<file path="config.mk">
export PLATFORM = sky130hd
export DESIGN_NAME = asram_ctrl
export DESIGN_NICKNAME = d
export VERILOG_FILES = /design/src/rtl/asram_ctrl_pkg.sv /design/src/rtl/asram_ctrl_fsm.sv /design/src/rtl/asram_ctrl_dp.sv /design/src/rtl/asram_ctrl.sv
export SDC_FILE = /design/constraint.sdc
export NUM_CORES = 1
export LEC_CHECK = 0
export BUFFER_PORTS_ARGS = -buffer_cell sky130_fd_sc_hd__buf_4
export CAP_MARGIN = 10
export CORE_ASPECT_RATIO = 1.2
export CORE_MARGIN = 2
export CORE_UTILIZATION = 48
export CTS_CLUSTER_DIAMETER = 120
export DETAILED_ROUTE_END_ITERATION = 8
export PLACE_DENSITY = 0.77
export SYNTH_ARGS = -nofsm -noshare
export SYNTH_HDL_FRONTEND = slang
export SYNTH_HIERARCHICAL = 1
export SYNTH_SLANG_ARGS = --single-unit
</file>
<file path="constraint.sdc">
create_clock -name clk -period 1.8 [get_ports clk]
set_input_delay 0.09 -clock clk [delete_from_list [all_inputs] [get_ports clk]]
set_output_delay 0.09 -clock clk [all_outputs]
set_load 0.01 [all_outputs]
</file>
<file path="src/rtl/asram_ctrl_pkg.sv">
`timescale 1ns/1ps
package asram_ctrl_pkg;

  typedef enum logic [2:0] {
    ST_IDLE,
    ST_TURN,
    ST_READ,
    ST_WPULSE,
    ST_WHOLD
  } ctrlStateT;

  // strobes from control to datapath
  typedef struct packed {
    logic load;     // latch request address and data
    logic sel;      // chip selected
    logic rdEn;     // output enable asserted
    logic wrEn;     // write enable asserted
    logic drive;    // controller drives data bus
    logic capture;  // last read cycle, sample bus
  } strobeT;

  function automatic int imax(input int a, input int b);
    return (a > b) ? a : b;
  endfunction

  // ceiling of ns over the clock period, zero for a zero requirement
  function automatic int nsToCycles(input int ns, input int period);
    return (ns <= 0) ? 0 : (ns + period - 1) / period;
  endfunction

endpackage

</file>
<file path="src/rtl/asram_ctrl_fsm.sv">
`timescale 1ns/1ps
module asram_ctrl_fsm
  import asram_ctrl_pkg::*;
#(
  parameter int N_RD   = 2,
  parameter int N_WP   = 2,
  parameter int N_WZ   = 1,
  parameter int N_TURN = 1,
  parameter int CNT_W  = 2
) (
  input  logic   clk,
  input  logic   rstN,
  input  logic   reqValid,
  input  logic   reqWrite,
  output logic   reqReady,
  output strobeT strb
);

  ctrlStateT state, stateN;
  logic [CNT_W-1:0] cnt, cntN;
  logic lastWr, lastWrN;
  logic pendWr, pendWrN;

  localparam logic [CNT_W-1:0] RD_LAST   = CNT_W'(N_RD - 1);
  localparam logic [CNT_W-1:0] WP_LAST   = CNT_W'(N_WP - 1);
  localparam logic [CNT_W-1:0] TURN_LAST = CNT_W'(N_TURN - 1);
  localparam logic [CNT_W-1:0] WZ_CNT    = CNT_W'(N_WZ);

  always_comb begin
    stateN  = state;
    cntN    = cnt;
    lastWrN = lastWr;
    pendWrN = pendWr;
    case (state)
      ST_IDLE: begin
        if (reqValid) begin
          pendWrN = reqWrite;
          lastWrN = reqWrite;
          cntN    = '0;
          if (reqWrite != lastWr) stateN = ST_TURN;
          else                    stateN = reqWrite ? ST_WPULSE : ST_READ;
        end
      end
      ST_TURN: begin
        if (cnt == TURN_LAST) begin
          cntN   = '0;
          stateN = pendWr ? ST_WPULSE : ST_READ;
        end else begin
          cntN = cnt + CNT_W'(1);
        end
      end
      ST_READ: begin
        if (cnt == RD_LAST) begin
          cntN   = '0;
          stateN = ST_IDLE;
        end else begin
          cntN = cnt + CNT_W'(1);
        end
      end
      ST_WPULSE: begin
        if (cnt == WP_LAST) begin
          cntN   = '0;
          stateN = ST_WHOLD;
        end else begin
          cntN = cnt + CNT_W'(1);
        end
      end
      ST_WHOLD: stateN = ST_IDLE;
      default:  stateN = ST_IDLE;
    endcase
  end

  always_ff @(posedge clk or negedge rstN) begin
    if (!rstN) begin
      state  <= ST_IDLE;
      cnt    <= '0;
      lastWr <= 1'b0;
      pendWr <= 1'b0;
    end else begin
      state  <= stateN;
      cnt    <= cntN;
      lastWr <= lastWrN;
      pendWr <= pendWrN;
    end
  end

  assign reqReady = (state == ST_IDLE);

  always_comb begin
    strb.load    = (state == ST_IDLE) && reqValid;
    strb.sel     = (state == ST_READ) || (state == ST_WPULSE) || (state == ST_WHOLD);
    strb.rdEn    = (state == ST_READ);
    strb.wrEn    = (state == ST_WPULSE);
    strb.drive   = ((state == ST_WPULSE) && (cnt >= WZ_CNT)) || (state == ST_WHOLD);
    strb.capture = (state == ST_READ) && (cnt == RD_LAST);
  end

  // idle with no request stays idle
  assert_idle_holds_R8: assert property (@(posedge clk) disable iff (!rstN)
    (state == ST_IDLE && !reqValid) |=> (state == ST_IDLE));

  // a write pulse is always followed by the hold cycle
  assert_hold_after_pulse_R4: assert property (@(posedge clk) disable iff (!rstN)
    (state == ST_WPULSE && cnt == WP_LAST) |=> (state == ST_WHOLD));

endmodule

</file>
<file path="src/rtl/asram_ctrl_dp.sv">
`timescale 1ns/1ps
module asram_ctrl_dp
  import asram_ctrl_pkg::*;
#(
  parameter int ADDR_W = 17,
  parameter int DATA_W = 8
) (
  input  logic              clk,
  input  logic              rstN,
  input  strobeT            strb,
  input  logic [ADDR_W-1:0] reqAddr,
  input  logic [DATA_W-1:0] reqWdata,
  input  logic [DATA_W-1:0] memDqIn,
  output logic [ADDR_W-1:0] memAddr,
  output logic              memCe1n,
  output logic              memCe2,
  output logic              memOen,
  output logic              memWen,
  output logic [DATA_W-1:0] memDqOut,
  output logic              memDqOe,
  output logic              rspValid,
  output logic [DATA_W-1:0] rspData
);

  logic [ADDR_W-1:0] addrQ;
  logic [DATA_W-1:0] dataQ;
  logic              captureQ;

  always_ff @(posedge clk or negedge rstN) begin
    if (!rstN) begin
      addrQ <= '0;
      dataQ <= '0;
    end else if (strb.load) begin
      addrQ <= reqAddr;
      dataQ <= reqWdata;
    end
  end

  // pin registers, glitch free
  always_ff @(posedge clk or negedge rstN) begin
    if (!rstN) begin
      memCe1n  <= 1'b1;
      memCe2   <= 1'b0;
      memOen   <= 1'b1;
      memWen   <= 1'b1;
      memDqOe  <= 1'b0;
      captureQ <= 1'b0;
    end else begin
      memCe1n  <= !strb.sel;
      memCe2   <= strb.sel;
      memOen   <= !strb.rdEn;
      memWen   <= !strb.wrEn;
      memDqOe  <= strb.drive;
      captureQ <= strb.capture;
    end
  end

  always_ff @(posedge clk or negedge rstN) begin
    if (!rstN) begin
      rspValid <= 1'b0;
      rspData  <= '0;
    end else begin
      rspValid <= captureQ;
      if (captureQ) rspData <= memDqIn;
    end
  end

  assign memAddr  = addrQ;
  assign memDqOut = dataQ;

  assert_ce_pair_R2: assert property (@(posedge clk) disable iff (!rstN)
    memCe1n == !memCe2);

  assert_no_oe_in_write_R4: assert property (@(posedge clk) disable iff (!rstN)
    !memWen |-> (memOen && !memCe1n));

  assert_drive_window_R5: assert property (@(posedge clk) disable iff (!rstN)
    memDqOe |-> (!memWen || $past(!memWen)));

  assert_no_drive_on_read_R5: assert property (@(posedge clk) disable iff (!rstN)
    !memOen |-> !memDqOe);

  assert_rsp_single_R3: assert property (@(posedge clk) disable iff (!rstN)
    rspValid |=> !rspValid);

  assert_addr_stable_R7: assert property (@(posedge clk) disable iff (!rstN)
    (!memCe1n && $past(!memCe1n)) |-> $stable(memAddr));

endmodule

</file>
<file path="src/rtl/asram_ctrl.sv">
`timescale 1ns/1ps
module asram_ctrl
  import asram_ctrl_pkg::*;
#(
  parameter int CLK_PERIOD_NS = 5,
  parameter int ADDR_W        = 17,
  parameter int DATA_W        = 8,
  parameter int T_RC_NS       = 10,
  parameter int T_AA_NS       = 10,
  parameter int T_OE_NS       = 6,
  parameter int T_WC_NS       = 10,
  parameter int T_WP_NS       = 8,
  parameter int T_AW_NS       = 8,
  parameter int T_DW_NS       = 5,
  parameter int T_WHZ_NS      = 5,
  parameter int T_OHZ_NS      = 4
) (
  input  logic              clk,
  input  logic              rstN,
  input  logic              reqValid,
  output logic              reqReady,
  input  logic              reqWrite,
  input  logic [ADDR_W-1:0] reqAddr,
  input  logic [DATA_W-1:0] reqWdata,
  output logic              rspValid,
  output logic [DATA_W-1:0] rspData,
  output logic [ADDR_W-1:0] memAddr,
  output logic              memCe1n,
  output logic              memCe2,
  output logic              memOen,
  output logic              memWen,
  output logic [DATA_W-1:0] memDqOut,
  output logic              memDqOe,
  input  logic [DATA_W-1:0] memDqIn
);

  localparam int C_RC  = nsToCycles(T_RC_NS,  CLK_PERIOD_NS);
  localparam int C_AA  = nsToCycles(T_AA_NS,  CLK_PERIOD_NS);
  localparam int C_OE  = nsToCycles(T_OE_NS,  CLK_PERIOD_NS);
  localparam int C_WC  = nsToCycles(T_WC_NS,  CLK_PERIOD_NS);
  localparam int C_WP  = nsToCycles(T_WP_NS,  CLK_PERIOD_NS);
  localparam int C_AW  = nsToCycles(T_AW_NS,  CLK_PERIOD_NS);
  localparam int C_DW  = nsToCycles(T_DW_NS,  CLK_PERIOD_NS);
  localparam int C_WHZ = nsToCycles(T_WHZ_NS, CLK_PERIOD_NS);
  localparam int C_OHZ = nsToCycles(T_OHZ_NS, CLK_PERIOD_NS);

  localparam int N_RD   = imax(imax(1, C_AA), imax(C_OE, C_RC));
  localparam int N_WZ   = imax(1, C_WHZ);
  // pulse covers width, address window, float plus data setup, cycle time less hold
  localparam int N_WP   = imax(imax(C_WP, C_AW), imax(N_WZ + imax(1, C_DW), C_WC - 1));
  localparam int N_TURN = imax(1, C_OHZ);
  localparam int CNT_W  = $clog2(imax(imax(N_RD, N_WP), N_TURN) + 1);

  strobeT strb;

  asram_ctrl_fsm #(
    .N_RD   (N_RD),
    .N_WP   (N_WP),
    .N_WZ   (N_WZ),
    .N_TURN (N_TURN),
    .CNT_W  (CNT_W)
  ) u_fsm (
    .clk      (clk),
    .rstN     (rstN),
    .reqValid (reqValid),
    .reqWrite (reqWrite),
    .reqReady (reqReady),
    .strb     (strb)
  );

  asram_ctrl_dp #(
    .ADDR_W (ADDR_W),
    .DATA_W (DATA_W)
  ) u_dp (
    .clk      (clk),
    .rstN     (rstN),
    .strb     (strb),
    .reqAddr  (reqAddr),
    .reqWdata (reqWdata),
    .memDqIn  (memDqIn),
    .memAddr  (memAddr),
    .memCe1n  (memCe1n),
    .memCe2   (memCe2),
    .memOen   (memOen),
    .memWen   (memWen),
    .memDqOut (memDqOut),
    .memDqOe  (memDqOe),
    .rspValid (rspValid),
    .rspData  (rspData)
  );

endmodule

</file>
==> run_summary.xml <==
<?xml version="1.0" encoding="UTF-8"?>
<metrics>
  <group name="timing">
    <metric name="fmax_achieved" unit="MHz">659</metric>
    <metric name="period_needed" unit="ps">1520</metric>
    <metric name="timing.max_slew.rel_slack" unit="">0.627</metric>
    <metric name="setup_tns" unit="ps">0</metric>
    <metric name="holdWs" unit="ps">20.4</metric>
    <metric name="timing.final.max_slew_violations" unit="">0</metric>
    <metric name="final_hold_viol_count" unit="">0</metric>
    <metric name="worst_slack" unit="ps">282</metric>
    <metric name="tightest_slew" unit="ps">560</metric>
    <metric name="grt_setup_unrepaired" unit="">no</metric>
    <metric name="clock_skew" unit="ps">5.79</metric>
    <metric name="final_min_period_over_clock_period" unit="">0.844</metric>
    <metric name="setup_violations_final" unit="">0</metric>
  </group>
  <group name="route">
    <metric name="post_drt_via_cell_ratio" unit="">4.73</metric>
    <metric name="antenna_left" unit="">0</metric>
    <metric name="detailed_routing_iteration_count_for_the_pre_antenna_repair_pass" unit="">2</metric>
    <metric name="number_of_vias_in_the_routed_layout" unit="">1254</metric>
    <metric name="detail_routed_net_length_per_standard_cell" unit="microns">15.4</metric>
    <metric name="detailedRoute.firstIterationViolations" unit="">33</metric>
    <metric name="routed_wl" unit="mm">4.08</metric>
    <metric name="drcViolationCount" unit="">0</metric>
  </group>
  <group name="floorplanning">
    <metric name="core_region_area" unit="sq mm">0.00394</metric>
    <metric name="dieHeight" unit="microns">74.2</metric>
    <metric name="num_io_pins" unit="">77</metric>
    <metric name="initial_core_util" unit="">0.500</metric>
    <metric name="fp.dieArea" unit="sq mm">0.00463</metric>
    <metric name="fp-row-count" unit="">25</metric>
    <metric name="die_width" unit="microns">62.5</metric>
  </group>
  <group name="power">
    <metric name="power.density_cell_area" unit="mW/mm^2">1780</metric>
    <metric name="irDropWorstVdd" unit="mV">0.834</metric>
    <metric name="p_leak" unit="nW">1.34</metric>
    <metric name="totalPowerFinal" unit="mW">4.74</metric>
  </group>
  <group name="clock_network">
    <metric name="clock_insertion_delay_at_the_later_pin_of_the_skew_report" unit="ps">300</metric>
    <metric name="cts.clk_slew.worst_paths" unit="ps">80</metric>
    <metric name="cts_root_buf" unit="">clkbuf_8</metric>
    <metric name="cts_sinks" unit="">46</metric>
    <metric name="clock_tree.htree_level_count" unit="">2</metric>
    <metric name="clock_tree.buffer_depth" unit="">2</metric>
    <metric name="clock_buffers_created_by_tritoncts" unit="">5</metric>
    <metric name="post_cts_resized" unit="">0</metric>
    <metric name="cts_tree" unit="">done</metric>
    <metric name="postCtsSetupRepairBufs" unit="">0</metric>
  </group>
  <group name="placed_design">
    <metric name="preCtsSetupSlack" unit="ps">293</metric>
    <metric name="dp.final_hpwl" unit="mm">3.12</metric>
    <metric name="place.gp.congestion" unit="">0.741</metric>
    <metric name="detailed_place.area" unit="sq mm">0.00256</metric>
    <metric name="placement.io_buffers" unit="">76</metric>
  </group>
  <group name="cells_and_area">
    <metric name="finish.net_count" unit="">252</metric>
    <metric name="insertedDiodeCount" unit="">0</metric>
    <metric name="post_route_cells_drive_above_1_share" unit="">0.597</metric>
    <metric name="finalInstanceArea" unit="sq mm">0.00266</metric>
    <metric name="fillers" unit="">315</metric>
    <metric name="layout-area-overhead-vs-synth" unit="%">35.1</metric>
  </group>
  <group name="global_routing">
    <metric name="antenna_found_initial" unit="">0</metric>
    <metric name="grt-ovfl-total" unit="">0</metric>
    <metric name="first_global_vias" unit="">1298</metric>
    <metric name="grt_util_all_layers" unit="">0.187</metric>
    <metric name="grt_start_max_net_pins" unit="">47</metric>
    <metric name="grt_pass1_wl" unit="mm">6.53</metric>
  </group>
  <group name="setup_path">
    <metric name="start_to_end_type_of_the_worst_setup_path" unit="">reg2reg</metric>
    <metric name="timing.critical_path.to_type" unit="">flip-flop</metric>
    <metric name="data_required_time_of_the_critical_path" unit="ps">1980</metric>
    <metric name="r2r_start" unit="">u_fsm/state[2]</metric>
    <metric name="critPathArrivalTime" unit="ps">1700</metric>
    <metric name="cp_max_fo" unit="">25</metric>
    <metric name="critical_path.startpoint" unit="">u_fsm/state[2]</metric>
    <metric name="critical_path.startpoint_type" unit="">flip-flop</metric>
  </group>
  <group name="synthesis">
    <metric name="synth_enable_flop_cells" unit="">0</metric>
    <metric name="synth_largest_type_area_fraction" unit="">0.546</metric>
    <metric name="synth_area_leaders" unit="">dfrtp_1 (55%), mux2_4 (15%), mux2_2 (7.4%), dfstp_2 (4.0%), ha_1 (3.2%)</metric>
    <metric name="synth_sequential_area_ratio" unit="">0.586</metric>
    <metric name="synth_fp_nets" unit="">171</metric>
    <metric name="ys_warn_count" unit="">6</metric>
    <metric name="syn_area" unit="sq mm">0.00197</metric>
    <metric name="syn_avg_cell_area" unit="sq um">15.3</metric>
    <metric name="yosysUniqueCellTypes" unit="">28</metric>
    <metric name="synthCells" unit="">129</metric>
    <metric name="yosys_most_used_dff" unit="">dfrtp_1</metric>
    <metric name="register_bit_count_reported_by_yosys" unit="">46</metric>
    <metric name="yosysTopAreaCell" unit="">dfrtp_1</metric>
    <metric name="postSynth.asyncResetShare" unit="">1.00</metric>
  </group>
  <group name="job">
    <metric name="max_cap_viol_count" unit="">0</metric>
  </group>
  <group name="min_path">
    <metric name="min_path_type" unit="">in2reg</metric>
    <metric name="worstHoldStart" unit="">reqWdata[3]</metric>
  </group>
  <group name="outcome">
    <metric name="outcome" unit="">finished clean</metric>
  </group>
</metrics>
==> cells by family after synthesis <==
group,count (synthesis),synth area share
and+or+nand+nor,21,0.0648
adders and majority gates,5,0.0318
muxes,34,0.232
AOI/OAI and AO/OA,7,0.0222
buffers and inverters,16,0.0629
DFF,46,0.586
==> critical path: stages (launching register included) <==
cell and delay [ps]:
dfrtp_1 410, nor3_4 220, nand2_2 100, inv_1 100, buf_12 210, mux2_2 360
==> cell usage after synthesis (2+ instances only) <==
master and count:
dfrtp_1 43, buf_12 2, o21ai_0 3, inv_1 9, mux2_4 20, buf_6 4
dfstp_2 3, nor2_1 4, ha_1 5, nand2_1 5, nor3b_1 2, mux2_2 13
==> repair_timing <==
item / in CTS / in global routing
hold buffers: 1 / 0
endpoints found under the setup margin: 0 / 0
endpoints found under the hold margin: 43 / 0
==> registers in the layout (all words and copies together) (netlist names) <==
signal / cells
u_dp/captureQ: 1
u_dp/memAddr: 17
u_dp/memCe1n: 1
u_dp/memCe2: 1
u_dp/memDqOe: 1
u_dp/memDqOut: 8
u_dp/memOen: 1
u_dp/memWen: 1
u_dp/rspData: 8
u_dp/rspValid: 1
u_fsm/cnt: 2
u_fsm/pendWr: 1
u_fsm/state: 3
==> layout make-up <==
cell class                      instances  area (sq um)  area share
Tap cell                               54          67.6      0.0254
Sequential cell                        46          1150       0.434
Clock inverter                          1          5.00     0.00188
Inverter                                9          33.8      0.0127
Multi-Input combinational cell         67           691       0.260
Clock buffer                            7          86.3      0.0324
Timing Repair Buffer                   81           623       0.234
==> placed cells by master, fill, tap and decap left out <==
master,n
dlygate4sd3_1,1
mux2i_1,1
and3_1,1
buf_4,79
dfstp_2,3
dfrtp_1,43
o21ai_0,3
nand3b_1,1
buf_12,1
mux2_2,13
o22ai_1,1
nor3b_1,2
clkbuf_1,1
mux2_4,20
a21oi_1,1
and2_1,1
nor2_1,4
clkbuf_8,6
nand2_2,1
nand2_1,5
nor3_4,1
and2b_1,1
nand2b_1,1
and4bb_2,1
nor3_1,1
inv_1,9
a221oi_1,1
o311ai_1,1
ha_1,5
nand3_1,1
clkinv_2,1
==> metal layers <==
layer,vias up,share of wire,track usage
met5,-,0,0
met4,0,0.013,0.0815
met3,4,0.038,0.0499
met2,29,0.58,0.355
met1,626,0.37,0.197
li1,595,-,-
==> where the power goes <==
part | total (mW) | leakage (nW) | internal [mW] | switching, mW
registers | 1.88 | 0.549 | 1.56 | 0.316
logic | 2.23 | 0.741 | 1.34 | 0.898
clock network | 0.626 | 0.0482 | 0.310 | 0.317
==> metrics by stage <==
step	utilization	cells
floorplan	-	129
global route	0.675	265
global placement	0.650	256
CTS	0.675	265
detailed placement	0.650	256
finish	0.675	265
==> final timing paths <==
kind	endpoint	slack, ps	depth (start not counted)
max in group asynchronous	u_dp/memCe1n	1090	2
worst max-delay path	u_dp/memDqOut[7]	280	5
worst min-delay path	u_dp/memDqOut[3]	20	2
worst min register to register	u_dp/memDqOut[0]	510	1
worst max register to register	u_dp/memDqOut[7]	280	5
min in group asynchronous	u_dp/rspData[7]	330	2
Note: power is estimated with default switching activity, not from simulation.
